===== src/rtl/ccd_seq_pkg.sv =====
package ccd_seq_pkg;
  typedef enum logic [2:0] {
    ST_IDLE  = 3'd0,
    ST_EXPO  = 3'd1,
    ST_VXFER = 3'd2,
    ST_GUARD = 3'd3,
    ST_HREAD = 3'd4
  } seq_state_e;
endpackage


===== src/rtl/ccd_cfg_latch.sv =====
module ccd_cfg_latch #(
  parameter int CNT_W   = 16,
  parameter int INT_W   = 32,
  parameter int MIN_VW  = 1200,
  parameter int MAX_VW  = 12000,
  parameter int MIN_HW  = 100,
  parameter int MIN_OVR = 600,
  parameter int MIN_RG  = 2
) (
  input  logic             clk,
  input  logic             rst,
  input  logic             load,
  input  logic [INT_W-1:0] raw_integ,
  input  logic [CNT_W-1:0] raw_vw,
  input  logic [CNT_W-1:0] raw_hw,
  input  logic [CNT_W-1:0] raw_ovr,
  input  logic [CNT_W-1:0] raw_rg,
  input  logic [CNT_W-1:0] raw_sd,
  output logic [INT_W-1:0] q_integ,
  output logic [CNT_W-1:0] q_vw,
  output logic [CNT_W-1:0] q_hw,
  output logic [CNT_W-1:0] q_ovr,
  output logic [CNT_W-1:0] q_rg,
  output logic [CNT_W-1:0] q_sd
);
  localparam logic [CNT_W-1:0] LO_VW  = CNT_W'(MIN_VW);
  localparam logic [CNT_W-1:0] HI_VW  = CNT_W'(MAX_VW);
  localparam logic [CNT_W-1:0] LO_HW  = CNT_W'(MIN_HW);
  localparam logic [CNT_W-1:0] LO_OVR = CNT_W'(MIN_OVR);
  localparam logic [CNT_W-1:0] LO_RG  = CNT_W'(MIN_RG);

  logic [INT_W-1:0] c_integ;
  logic [CNT_W-1:0] c_vw, c_hw, c_ovr, c_rg_lo, c_rg, c_sd;

  always_comb begin
    c_integ = (raw_integ == '0) ? INT_W'(1) : raw_integ;
    if (raw_vw < LO_VW)      c_vw = LO_VW;
    else if (raw_vw > HI_VW) c_vw = HI_VW;
    else                     c_vw = raw_vw;
    c_hw    = (raw_hw  < LO_HW)  ? LO_HW  : raw_hw;
    c_ovr   = (raw_ovr < LO_OVR) ? LO_OVR : raw_ovr;
    c_rg_lo = (raw_rg  < LO_RG)  ? LO_RG  : raw_rg;
    c_rg    = (c_rg_lo > c_hw)   ? c_hw   : c_rg_lo;
    c_sd    = (raw_sd > (c_hw - CNT_W'(1))) ? (c_hw - CNT_W'(1)) : raw_sd;
  end

  always_ff @(posedge clk) begin
    if (rst) begin
      q_integ <= INT_W'(1);
      q_vw    <= LO_VW;
      q_hw    <= LO_HW;
      q_ovr   <= LO_OVR;
      q_rg    <= LO_RG;
      q_sd    <= '0;
    end else if (load) begin
      q_integ <= c_integ;
      q_vw    <= c_vw;
      q_hw    <= c_hw;
      q_ovr   <= c_ovr;
      q_rg    <= c_rg;
      q_sd    <= c_sd;
    end
  end
endmodule


===== src/rtl/ccd_frame_fsm.sv =====
module ccd_frame_fsm
  import ccd_seq_pkg::*;
#(
  parameter int NROWS = 128,
  parameter int NPIX  = 1044,
  parameter int CNT_W = 16,
  parameter int INT_W = 32,
  localparam int TW    = (INT_W > CNT_W + 1) ? INT_W : CNT_W + 1,
  localparam int ROW_W = (NROWS > 1) ? $clog2(NROWS) : 1,
  localparam int IDX_W = (NPIX > 1) ? $clog2(NPIX) : 1
) (
  input  logic             clk,
  input  logic             rst,
  input  logic             start_i,
  input  logic [INT_W-1:0] integ,
  input  logic [CNT_W-1:0] vw,
  input  logic [CNT_W-1:0] hw,
  input  logic [CNT_W-1:0] ovr,
  output seq_state_e       st,
  output logic [TW-1:0]    tmr,
  output logic [IDX_W-1:0] pix,
  output logic             load,
  output logic             line_end
);
  localparam logic [ROW_W-1:0] ROW_LAST = ROW_W'(NROWS - 1);
  localparam logic [IDX_W-1:0] PIX_LAST = IDX_W'(NPIX - 1);

  logic [ROW_W-1:0] row;
  logic [TW-1:0]    integ_w, vper, hper, ovr_w, tmr_inc;

  assign integ_w = TW'(integ);
  assign vper    = TW'(vw) << 1;
  assign hper    = TW'(hw) << 1;
  assign ovr_w   = TW'(ovr);
  assign tmr_inc = tmr + TW'(1);

  assign load     = (st == ST_IDLE) && start_i;
  assign line_end = (st == ST_HREAD) && (tmr_inc == hper) && (pix == PIX_LAST);

  always_ff @(posedge clk) begin
    if (rst) begin
      st  <= ST_IDLE;
      tmr <= '0;
      row <= '0;
      pix <= '0;
    end else begin
      case (st)
        ST_IDLE: begin
          if (start_i) begin
            st  <= ST_EXPO;
            tmr <= '0;
          end
        end
        ST_EXPO: begin
          if (tmr_inc == integ_w) begin
            st  <= ST_VXFER;
            tmr <= '0;
            row <= '0;
          end else begin
            tmr <= tmr_inc;
          end
        end
        ST_VXFER: begin
          if (tmr_inc == vper) begin
            tmr <= '0;
            if (row == ROW_LAST) st <= ST_GUARD;
            else                 row <= row + ROW_W'(1);
          end else begin
            tmr <= tmr_inc;
          end
        end
        ST_GUARD: begin
          if (tmr_inc == ovr_w) begin
            st  <= ST_HREAD;
            tmr <= '0;
            pix <= '0;
          end else begin
            tmr <= tmr_inc;
          end
        end
        ST_HREAD: begin
          if (tmr_inc == hper) begin
            tmr <= '0;
            if (pix == PIX_LAST) st <= ST_IDLE;
            else                 pix <= pix + IDX_W'(1);
          end else begin
            tmr <= tmr_inc;
          end
        end
        default: st <= ST_IDLE;
      endcase
    end
  end
endmodule


===== src/rtl/ccd_drive_out.sv =====
module ccd_drive_out
  import ccd_seq_pkg::*;
#(
  parameter int N_LEAD = 10,
  parameter int N_SIG  = 1024,
  parameter int CNT_W  = 16,
  parameter int TW     = 17,
  parameter int IDX_W  = 11
) (
  input  logic             clk,
  input  logic             rst,
  input  seq_state_e       st,
  input  logic [TW-1:0]    tmr,
  input  logic [IDX_W-1:0] pix,
  input  logic             line_end,
  input  logic [CNT_W-1:0] vw,
  input  logic [CNT_W-1:0] hw,
  input  logic [CNT_W-1:0] rg,
  input  logic [CNT_W-1:0] sd,
  output logic             shutter_o,
  output logic             v1_o,
  output logic             v2_o,
  output logic             tg_o,
  output logic             h1_o,
  output logic             h2_o,
  output logic             sg_o,
  output logic             rg_o,
  output logic             pix_valid_o,
  output logic             pix_dummy_o,
  output logic [IDX_W-1:0] pix_idx_o,
  output logic             done_o
);
  localparam logic [IDX_W-1:0] SIG_FIRST = IDX_W'(N_LEAD);
  localparam logic [IDX_W-1:0] SIG_END   = IDX_W'(N_LEAD + N_SIG);

  logic in_v, in_h, v2_n, h1_n, rg_n, val_n, dum_n;

  always_comb begin
    in_v  = (st == ST_VXFER);
    in_h  = (st == ST_HREAD);
    v2_n  = in_v && (tmr < TW'(vw));
    h1_n  = in_h && (tmr < TW'(hw));
    rg_n  = in_h && (tmr < TW'(rg));
    val_n = in_h && (tmr == (TW'(rg) + TW'(sd)));
    dum_n = (pix < SIG_FIRST) || (pix >= SIG_END);
  end

  always_ff @(posedge clk) begin
    if (rst) begin
      shutter_o   <= 1'b0;
      v1_o        <= 1'b1;
      v2_o        <= 1'b0;
      tg_o        <= 1'b0;
      h1_o        <= 1'b0;
      h2_o        <= 1'b0;
      sg_o        <= 1'b0;
      rg_o        <= 1'b0;
      pix_valid_o <= 1'b0;
      pix_dummy_o <= 1'b0;
      pix_idx_o   <= '0;
      done_o      <= 1'b0;
    end else begin
      shutter_o   <= (st == ST_EXPO);
      v1_o        <= ~v2_n;
      v2_o        <= v2_n;
      tg_o        <= v2_n;
      h1_o        <= h1_n;
      h2_o        <= in_h && !h1_n;
      sg_o        <= in_h && !h1_n;
      rg_o        <= rg_n;
      pix_valid_o <= val_n;
      done_o      <= line_end;
      if (val_n) begin
        pix_dummy_o <= dum_n;
        pix_idx_o   <= pix;
      end
    end
  end
endmodule


===== src/rtl/ccd_lb_seq.sv =====
module ccd_lb_seq
  import ccd_seq_pkg::*;
#(
  parameter int N_ROW_ACT     = 122,
  parameter int N_ROW_BEVEL   = 6,
  parameter int N_DUMMY_LEAD  = 10,
  parameter int N_SIGNAL      = 1024,
  parameter int N_DUMMY_TRAIL = 10,
  parameter int CNT_W         = 16,
  parameter int INT_W         = 32,
  parameter int MIN_VW        = 1200,
  parameter int MAX_VW        = 12000,
  parameter int MIN_HW        = 100,
  parameter int MIN_OVR       = 600,
  parameter int MIN_RG        = 2,
  localparam int NROWS = N_ROW_ACT + N_ROW_BEVEL,
  localparam int NPIX  = N_DUMMY_LEAD + N_SIGNAL + N_DUMMY_TRAIL,
  localparam int IDX_W = (NPIX > 1) ? $clog2(NPIX) : 1,
  localparam int TW    = (INT_W > CNT_W + 1) ? INT_W : CNT_W + 1
) (
  input  logic             clk,
  input  logic             rst,
  input  logic             start_i,
  input  logic [INT_W-1:0] cfg_integ_i,
  input  logic [CNT_W-1:0] cfg_vwidth_i,
  input  logic [CNT_W-1:0] cfg_hwidth_i,
  input  logic [CNT_W-1:0] cfg_overlap_i,
  input  logic [CNT_W-1:0] cfg_rgwidth_i,
  input  logic [CNT_W-1:0] cfg_smpdly_i,
  output logic             shutter_o,
  output logic             v1_o,
  output logic             v2_o,
  output logic             tg_o,
  output logic             h1_o,
  output logic             h2_o,
  output logic             sg_o,
  output logic             rg_o,
  output logic             pix_valid_o,
  output logic             pix_dummy_o,
  output logic [IDX_W-1:0] pix_idx_o,
  output logic             done_o
);
  seq_state_e       st;
  logic [TW-1:0]    tmr;
  logic [IDX_W-1:0] pix;
  logic             load, line_end;
  logic [INT_W-1:0] l_integ;
  logic [CNT_W-1:0] l_vw, l_hw, l_ovr, l_rg, l_sd;

  ccd_cfg_latch #(
    .CNT_W(CNT_W), .INT_W(INT_W), .MIN_VW(MIN_VW), .MAX_VW(MAX_VW),
    .MIN_HW(MIN_HW), .MIN_OVR(MIN_OVR), .MIN_RG(MIN_RG)
  ) u_cfg (
    .clk(clk), .rst(rst), .load(load),
    .raw_integ(cfg_integ_i), .raw_vw(cfg_vwidth_i), .raw_hw(cfg_hwidth_i),
    .raw_ovr(cfg_overlap_i), .raw_rg(cfg_rgwidth_i), .raw_sd(cfg_smpdly_i),
    .q_integ(l_integ), .q_vw(l_vw), .q_hw(l_hw),
    .q_ovr(l_ovr), .q_rg(l_rg), .q_sd(l_sd)
  );

  ccd_frame_fsm #(
    .NROWS(NROWS), .NPIX(NPIX), .CNT_W(CNT_W), .INT_W(INT_W)
  ) u_fsm (
    .clk(clk), .rst(rst), .start_i(start_i),
    .integ(l_integ), .vw(l_vw), .hw(l_hw), .ovr(l_ovr),
    .st(st), .tmr(tmr), .pix(pix), .load(load), .line_end(line_end)
  );

  ccd_drive_out #(
    .N_LEAD(N_DUMMY_LEAD), .N_SIG(N_SIGNAL), .CNT_W(CNT_W), .TW(TW), .IDX_W(IDX_W)
  ) u_out (
    .clk(clk), .rst(rst), .st(st), .tmr(tmr), .pix(pix), .line_end(line_end),
    .vw(l_vw), .hw(l_hw), .rg(l_rg), .sd(l_sd),
    .shutter_o(shutter_o), .v1_o(v1_o), .v2_o(v2_o), .tg_o(tg_o),
    .h1_o(h1_o), .h2_o(h2_o), .sg_o(sg_o), .rg_o(rg_o),
    .pix_valid_o(pix_valid_o), .pix_dummy_o(pix_dummy_o),
    .pix_idx_o(pix_idx_o), .done_o(done_o)
  );
endmodule


===== config.mk =====
export PLATFORM = sky130hd
export DESIGN_NAME = ccd_lb_seq
export DESIGN_NICKNAME = d
export VERILOG_FILES = /design/src/rtl/ccd_seq_pkg.sv /design/src/rtl/ccd_cfg_latch.sv /design/src/rtl/ccd_frame_fsm.sv /design/src/rtl/ccd_drive_out.sv /design/src/rtl/ccd_lb_seq.sv
export SDC_FILE = /design/constraint.sdc
export NUM_CORES = 1
export LEC_CHECK = 0
export ABC_AREA = 1
export BUFFER_PORTS_ARGS = -buffer_cell sky130_fd_sc_hd__buf_2
export CORE_MARGIN = 1
export CORE_UTILIZATION = 60
export CTS_BUF_LIST = sky130_fd_sc_hd__clkbuf_4
export CTS_CLUSTER_DIAMETER = 80
export DETAILED_ROUTE_END_ITERATION = 6
export MAX_ROUTING_LAYER = met4
export PLACE_DENSITY = 0.79
export SETUP_SLACK_MARGIN = 0.05
export SYNTH_ARGS = -nofsm -noshare
export SYNTH_HDL_FRONTEND = slang
export SYNTH_SLANG_ARGS = --single-unit
export TNS_END_PERCENT = 100

===== constraint.sdc =====
create_clock -name clk -period 4.7 [get_ports clk]
set_input_delay 0.705 -clock clk [delete_from_list [all_inputs] [get_ports clk]]
set_output_delay 0.705 -clock clk [all_outputs]
set_load 0.01 [all_outputs]

## Word level (Yosys, flattened, before mapping)

Index checks and enable logic that the tools add are counted.

| word-level totals | value |
|---|---|
| register bits after elaboration | 185 |
| output and inout port bits | 22 |
| RAM bits | 0 |
| memories kept | 0 |
| word-level logic and storage cells | 107 |
| bits of input ports | 115 |
| memory bits (read-only) | 0 |
| bits in latches | 0 |

| operators by class | value |
|---|---|
| add/subtract/negate cells | 5 |
| shift operators | 0 |
| reduce and logical (&&, ||, !) cells | 19 |
| div/mod/pow operators | 0 |
| multiplexer cells | 30 |
| eq/ne operators | 20 |
| magnitude comparators | 12 |
| multiply operators | 0 |
| bitwise gates (word level) | 1 |

Operators by type and width:

| operator | number |
|---|---|
| two-way mux 32 bit | 6 |
| one-hot mux 32 bit (5 select lines) | 1 |
| two-way mux 16 bit | 7 |
| < comparator 32 x 16 -> 1 bit | 3 |
| == test 32 x 17 -> 1 bit | 2 |
| == test 32 bit | 2 |
| two-way mux 11 bit | 3 |
| adder 32 x 1 -> 32 bit, second input constant | 1 |
| == test 32 x 16 -> 1 bit | 1 |
| > comparator 16 bit | 2 |
| logical NOT 32 bit | 1 |
| one-hot mux 11 bit (2 select lines) | 1 |
| two-way mux 3 bit | 7 |
| two-way mux 7 bit | 3 |
| adder 16 x 16 -> 17 bit | 1 |
| > comparator 16 x 14 -> 1 bit, second input constant | 1 |
| < comparator 16 x 10 -> 1 bit, second input constant | 1 |
| < comparator 16 x 11 -> 1 bit, second input constant | 1 |
| < comparator 16 x 2 -> 1 bit, second input constant | 1 |
| < comparator 16 x 7 -> 1 bit, second input constant | 1 |
| subtractor 16 x 1 -> 16 bit, second input constant | 1 |
| one-hot mux 3 bit (5 select lines) | 1 |
| inequality test 2 bit, second input constant | 7 |
| one-hot mux 7 bit (2 select lines) | 1 |
| 20 further kinds | 31 |

## Logic depth before layout (Yosys ltp)

| logic depth | value |
|---|---|
| word-level depth | 5 |
| mapped depth | 29 |
| mapped depth without buffers | 28 |

## Hierarchy

From an unflattened synthesis, not the netlist that was laid out.

| unflattened totals | value |
|---|---|
| cells, all modules | 2,528 |
| area total of the unflattened synthesis | 15,210.8 µm² |

Modules (own cells, without submodules):

| module | cells an instance | times used | area an instance (µm²) |
|---|---|---|---|
| ccd_frame_fsm | 1,207 | 1 | 6,317.3 |
| ccd_cfg_latch | 783 | 1 | 5,708.0 |
| ccd_drive_out | 538 | 1 | 3,185.6 |

## Least setup slack after synthesis

No wires, ideal clock.

| timing | value |
|---|---|
| path kind | input port to flip-flop |
| from | input cfg_hwidth_i[10] |
| to | register u_cfg.q_sd[13] |
| required time | 4,568 ps |
| library setup time | 132 ps |
| setup slack | 679 ps |
| data arrival time | 3,889 ps |
| stages | 27 |
| path through | nor2_1 -> nand3_1 -> nor2_1 -> nand2_1 -> nand2_1 -> ha_1 -> inv_1 -> nor2_1 -> nand2_1 -> inv_1 -> nand2_1 -> nor2_1 -> nand3_1 -> xor2_1 -> inv_1 -> ha_1 -> nand4_1 -> nor3_1 -> nand2_1 -> nand2_1 -> nand2_1 -> inv_1 -> clkbuf_1 -> clkbuf_1 -> nand2_1 -> nand2_1 -> a21oi_1 |

| on the way | value |
|---|---|
| cells in the longest elaborated chain, start to end | 5 |

RTL lines:

| what | RTL line | source |
|---|---|---|
| start: declaration | ccd_lb_seq.sv:26 | `input logic [CNT_W-1:0] cfg_hwidth_i,` |
| < comparator 16 x 7 -> 1 bit | ccd_cfg_latch.sv:40 | `c_hw = (raw_hw < LO_HW) ? LO_HW : raw_hw;` |
| two-way mux 16 bit * | ccd_cfg_latch.sv:40 |  |
| subtractor 16 x 1 -> 16 bit * | ccd_cfg_latch.sv:44 | `c_sd = (raw_sd > (c_hw - CNT_W'(1))) ? (c_hw - CNT_W'(1)) : raw_sd;` |
| > comparator 16 bit | ccd_cfg_latch.sv:44 |  |
| two-way mux 16 bit * | ccd_cfg_latch.sv:44 |  |
| end signal: assignment | ccd_cfg_latch.sv:61 | `q_sd <= c_sd;` |
| end: declaration | ccd_cfg_latch.sv:24 | `output logic [CNT_W-1:0] q_sd` |

Mark *: on every way between the ends. The rest lies on a longest branch, timed or not.
A chain may end at the register's enable or synchronous reset.

## Final worst setup path

| timing | value |
|---|---|
| from | register u_fsm.tmr[3] |
| to | register u_fsm.st[0] |

| on the way | value |
|---|---|
| cells in the longest elaborated chain, start to end | 4 |

RTL lines:

| what | RTL line | source |
|---|---|---|
| start: declaration | ccd_frame_fsm.sv:20 | `output logic [TW-1:0] tmr,` |
| start signal: assignment | ccd_frame_fsm.sv:60 | `tmr <= tmr_inc;` |
| start signal: assignment | ccd_frame_fsm.sv:69 | `tmr <= tmr_inc;` |
| start signal: assignment | ccd_frame_fsm.sv:78 | `tmr <= tmr_inc;` |
| adder 32 x 1 -> 32 bit * | ccd_frame_fsm.sv:35 | `assign tmr_inc = tmr + TW'(1);` |
| == test 32 x 17 -> 1 bit (tied with other cells) | ccd_frame_fsm.sv:82 | `if (tmr_inc == hper) begin` |
| inequality test 2 bit (no line) or inequality test 2 x 1 -> 1 bit (tied branches) | -- |  |
| AND reduction 7 bit (no line) * | -- |  |
| end signal: assignment | ccd_frame_fsm.sv:42 | `st <= ST_IDLE;` |
| end signal: assignment | ccd_frame_fsm.sv:84 | `if (pix == PIX_LAST) st <= ST_IDLE;` |
| end signal: assignment | ccd_frame_fsm.sv:90 | `default: st <= ST_IDLE;` |
| end: declaration | ccd_frame_fsm.sv:19 | `output seq_state_e st,` |

Marked as above.

==> flow_metrics.py <==
metrics = {
    "logic_synthesis": {
        "synth_fa_ha_area_share_pct": 8.147,
        "synth_top_family_by_area": "simple AND/OR/NAND/NOR gates",
        "synth-simple-area-share_pct": 40.68,
        "synth.avg_cell_area_um2": 6.068,
        "yosys.area.top_type": "dfxtp_1",
        "yosysUniqueCellTypes": 60,
        "yosys-top-cells-count": "nand2_1, inv_1, nor2_1",
        "synthesis.nets": 2735,
        "ys_seq_elements": 185,
        "syn_inst": 2521,
        "synth-edff-count": 0,
        "synth_compound_area_share_pct": 14.16,
        "synthArstFlopShare_pct": 0,
        "yosys_warnings": 0,
        "ys_seq_area_share_pct": 24.21,
        "synth_top_area_share_pct": 24.21,
        "synth_xor_area_share_pct": 2.634,
        "synth_most_common_cell": "nand2_1",
        "synth_area_um2": 15300,
        "synthFlopType": "dfxtp_1",
        "synth.area.mux_share_pct": 0,
        "synthTopCellsByArea": "dfxtp_1, nand2_1, ha_1",
    },
    "timing": {
        "final_max_slew_viol_count": 0,
        "rsz0062_at_grt": "no",
        "worst_pin_slew_ps": 1189,
        "slew_headroom_pct": 20.31,
        "fmax_mhz": 261.4,
        "final-setup-viol-count": 0,
        "hold_violations": 0,
        "fin_tns_setup_ps": 0,
        "finalCritPeriodShare_pct": 81.39,
        "fin_crit_ps": 3826,
        "finalClockSkew_ps": 37.37,
    },
    "die": {
        "io_pins": 137,
        "core.rowCount": 58,
        "die_w_um": 161.7,
        "dieArea_um2": 26140,
        "die_h_um": 161.7,
        "start_util_pct": 60.92,
        "core-area_um2": 25110,
    },
    "cells_and_area": {
        "multi_input_area_um2": 10060,
        "drive_gt1_share_pct": 10.83,
        "syn_to_final_growth_pct": 7.770,
        "fillerInstances": 2417,
        "ff_latch_area_um2": 3704,
        "nets": 2816,
    },
    "clock_tree": {
        "clockRootBuffer": "clkbuf_4",
        "tritoncts": "done",
        "cts.sinks": 185,
        "path_clk_slew_ps": 200,
        "cts_max_level": 4,
        "insertion_delay_ps": 650,
        "post_cts_buffers": 0,
        "ctsHoldBuffers": 0,
        "numCtsBuffers": 17,
        "cts_resized": 0,
        "clk_path_buf_depth": 2,
    },
    "setup_path": {
        "cp_top_family": "simple AND/OR/NAND/NOR gates",
        "crit_slowest_cell": "dfxtp_1",
        "critPathMaxFanout": 18,
        "path_buf_inv": 0,
        "slowest_delay_ps": 840,
        "cp_data_arrival_time_ps": 4420,
        "cp_cell_sequence": "nand3_2 > nor2_2 > nand3_1 > nand2_2 > nand2_2 > nand2_1 > nand2_1 > nor2_1 > nand2_1 > nor3_2 > nand2_4 > nand2_4 > nand2_2 > nor2_4 > nand2_1 > nand2_1 > nand2_1 > nor2_1",
        "r2r_slack_ps": 870,
        "required_ps": 5300,
        "setup.worst_path.class": "reg2reg",
        "critPathMostFrequentCell": "nand2_1",
        "cp-end-kind": "register",
        "crit_path_start_kind": "register",
    },
    "power": {
        "powerDensity_nw_per_um2": 333.7,
        "p_seq_share_pct": 37.9,
        "ir_drop_uv": 350.1,
        "p_total_mw": 5.501,
        "internal_power_mw": 2.952,
        "p_leak_nw": 8.269,
        "netSwitchingFraction_pct": 46.33,
        "pwr-share-comb_pct": 43.6,
        "switchingPower_mw": 2.548,
        "p_clk_share_pct": 18.5,
    },
    "route": {
        "drt_iter0_drc": 1937,
        "postRouteAntennaNets": 0,
        "avgRoutedWirePerCell_um": 17.94,
        "drc_errors": 0,
        "vias": 17320,
        "drt-vias-per-instance": 5.880,
        "firstDrtPassIters": 7,
        "totalWireLength_um": 52840,
    },
    "placement": {
        "place_congestion": 1.062,
        "port_buffers": 136,
        "dp_hpwl_um": 40400,
    },
    "global_route": {
        "grt_pass1_wl_um": 81320,
        "overflow": 0,
        "grt_antenna_before_repair": 1,
        "grt_pass1_vias": 15480,
        "grtUsageTotal_pct": 41.21,
        "grt_max_degree": 79,
    },
    "outcome": {
        "status": "finished clean",
    },
    "job": {
        "max_cap_viol_count": 0,
    },
    "min_path": {
        "hold_path.class": "in2reg",
    },
}
==> registers in the layout, indices dropped and copies added (netlist names) <==
name / count
u_cfg.q_ovr: 16
u_cfg.q_sd: 16
u_cfg.q_integ: 32
u_out.done_o: 1
u_out.pix_idx_o: 11
u_out.pix_dummy_o: 1
u_fsm.row: 7
u_cfg.q_rg: 16
u_cfg.q_vw: 16
u_out.shutter_o: 1
u_out.v1_o: 1
u_out.h1_o: 1
u_fsm.pix: 11
u_out.pix_valid_o: 1
u_cfg.q_hw: 16
u_out.h2_o: 1
u_out.rg_o: 1
u_out.v2_o: 1
u_fsm.st: 3
u_fsm.tmr: 32
==> through the flow <==
| stage | hold slack [ps] | instance area (µm²) | worst slack [ps] | cells | utilization, % |
|---|---|---|---|---|---|
| final | 259.7 | 16490 | 874.4 | 2945 | 65.66 |
| after global routing | 238.1 | 16490 | 488.5 | 2945 | 65.66 |
| after CTS | 245.2 | 16480 | 957.7 | 2944 | 65.65 |
| after detailed placement | 462.6 | 16170 | 282.3 | 2913 | 64.41 |
| after global placement | 453.6 | 16170 | 313.0 | 2913 | 64.41 |
| after floorplan | 437.1 | 15300 | 678.5 | 2521 | - |
==> layer usage <==
layer	track usage, %	share of wire [%]	up-vias
met4	22.81	5.9	0
met3	6.103	8.5	223
met2	64.22	44	840
met5	-	0	-
met1	51.19	41	7847
li1	-	-	8406
==> worst register-to-register path, stage by stage, from the launching register on <==
cell	delay (ps)
dfxtp_1	840
nand3_2	310
nor2_2	320
nand3_1	130
nand2_2	240
nand2_2	250
nand2_1	150
nand2_1	60
nor2_1	150
nand2_1	90
nor3_2	250
nand2_4	250
nand2_4	170
nand2_2	70
nor2_4	110
nand2_1	100
nand2_1	90
nand2_1	60
nor2_1	140
==> layout make-up <==
class                      count  area share (%)
clock inverter                14           1.116
multi-input combinational   1938           61.02
timing repair buffer         161           5.267
sequential                   185           22.47
clock buffer                  17          0.7741
antenna                        1         0.01518
inverter                     299           6.838
tap                          330           2.505
==> logic make-up (layout without fill, tap and decap cells) <==
family                     after synthesis  after routing
other                                    0              1
and+or+nand+nor                       1401           1401
DFF                                    185            185
buffers and inverters                  398            491
AOI/OAI and AO/OA                      392            392
adders and majority gates               99             99
xor gates and xnor gates                46             46
==> worst paths after layout <==
| path | start | endpoint | cells past startpoint |
|---|---|---|---|
| max | u_fsm.tmr[3]$_SDFFE_PP0P_ | u_fsm.st[0]$_SDFFE_PP0P_ | 18 |
| min | cfg_overlap_i[2] | u_cfg.q_ovr[2]$_SDFFE_PP0P_ | 3 |
| max reg2reg | u_fsm.tmr[3]$_SDFFE_PP0P_ | u_fsm.st[0]$_SDFFE_PP0P_ | 18 |
| min reg2reg | u_cfg.q_sd[2]$_SDFFE_PP0P_ | u_cfg.q_sd[2]$_SDFFE_PP0P_ | 2 |
==> power groups by stage <==
stage | Clock (mW) | Sequential [mW] | Combinational [mW]
after detailed placement | 0 | 2.11 | 2.33
after global placement | 0 | 2.10 | 2.27
after global routing | 1.07 | 2.12 | 2.66
final | 1.02 | 2.09 | 2.40
after CTS | 1.01 | 2.08 | 2.34
after floorplan | 0 | 2.02 | 1.74
==> placed cells by master, fill, tap and decap left out, types with 4 or more instances in the layout <==
| cell type | count |
|---|---|
| o21a_1 | 5 |
| a21o_1 | 4 |
| buf_2 | 136 |
| xnor2_1 | 10 |
| buf_4 | 25 |
| inv_1 | 288 |
| a21oi_1 | 184 |
| o211ai_1 | 20 |
| nor2_1 | 257 |
| o21bai_1 | 5 |
| inv_8 | 4 |
| nor2_4 | 14 |
| nor4_1 | 9 |
| a31oi_1 | 6 |
| o31ai_1 | 5 |
| nor3_1 | 25 |
| nand2_1 | 715 |
| a211oi_1 | 9 |
| o21ai_0 | 126 |
| clkbuf_4 | 17 |
| ha_1 | 98 |
| xor2_1 | 36 |
| inv_2 | 9 |
| nand2_4 | 7 |
| nand4_1 | 58 |
| dfxtp_1 | 185 |
| nand3b_1 | 15 |
| nor2_2 | 7 |
| o22ai_1 | 6 |
| nor3_2 | 4 |
| and2_1 | 4 |
| nand3_1 | 237 |
| a21boi_0 | 5 |
| nand2_2 | 28 |
Power figures use the tool's default switching activity.
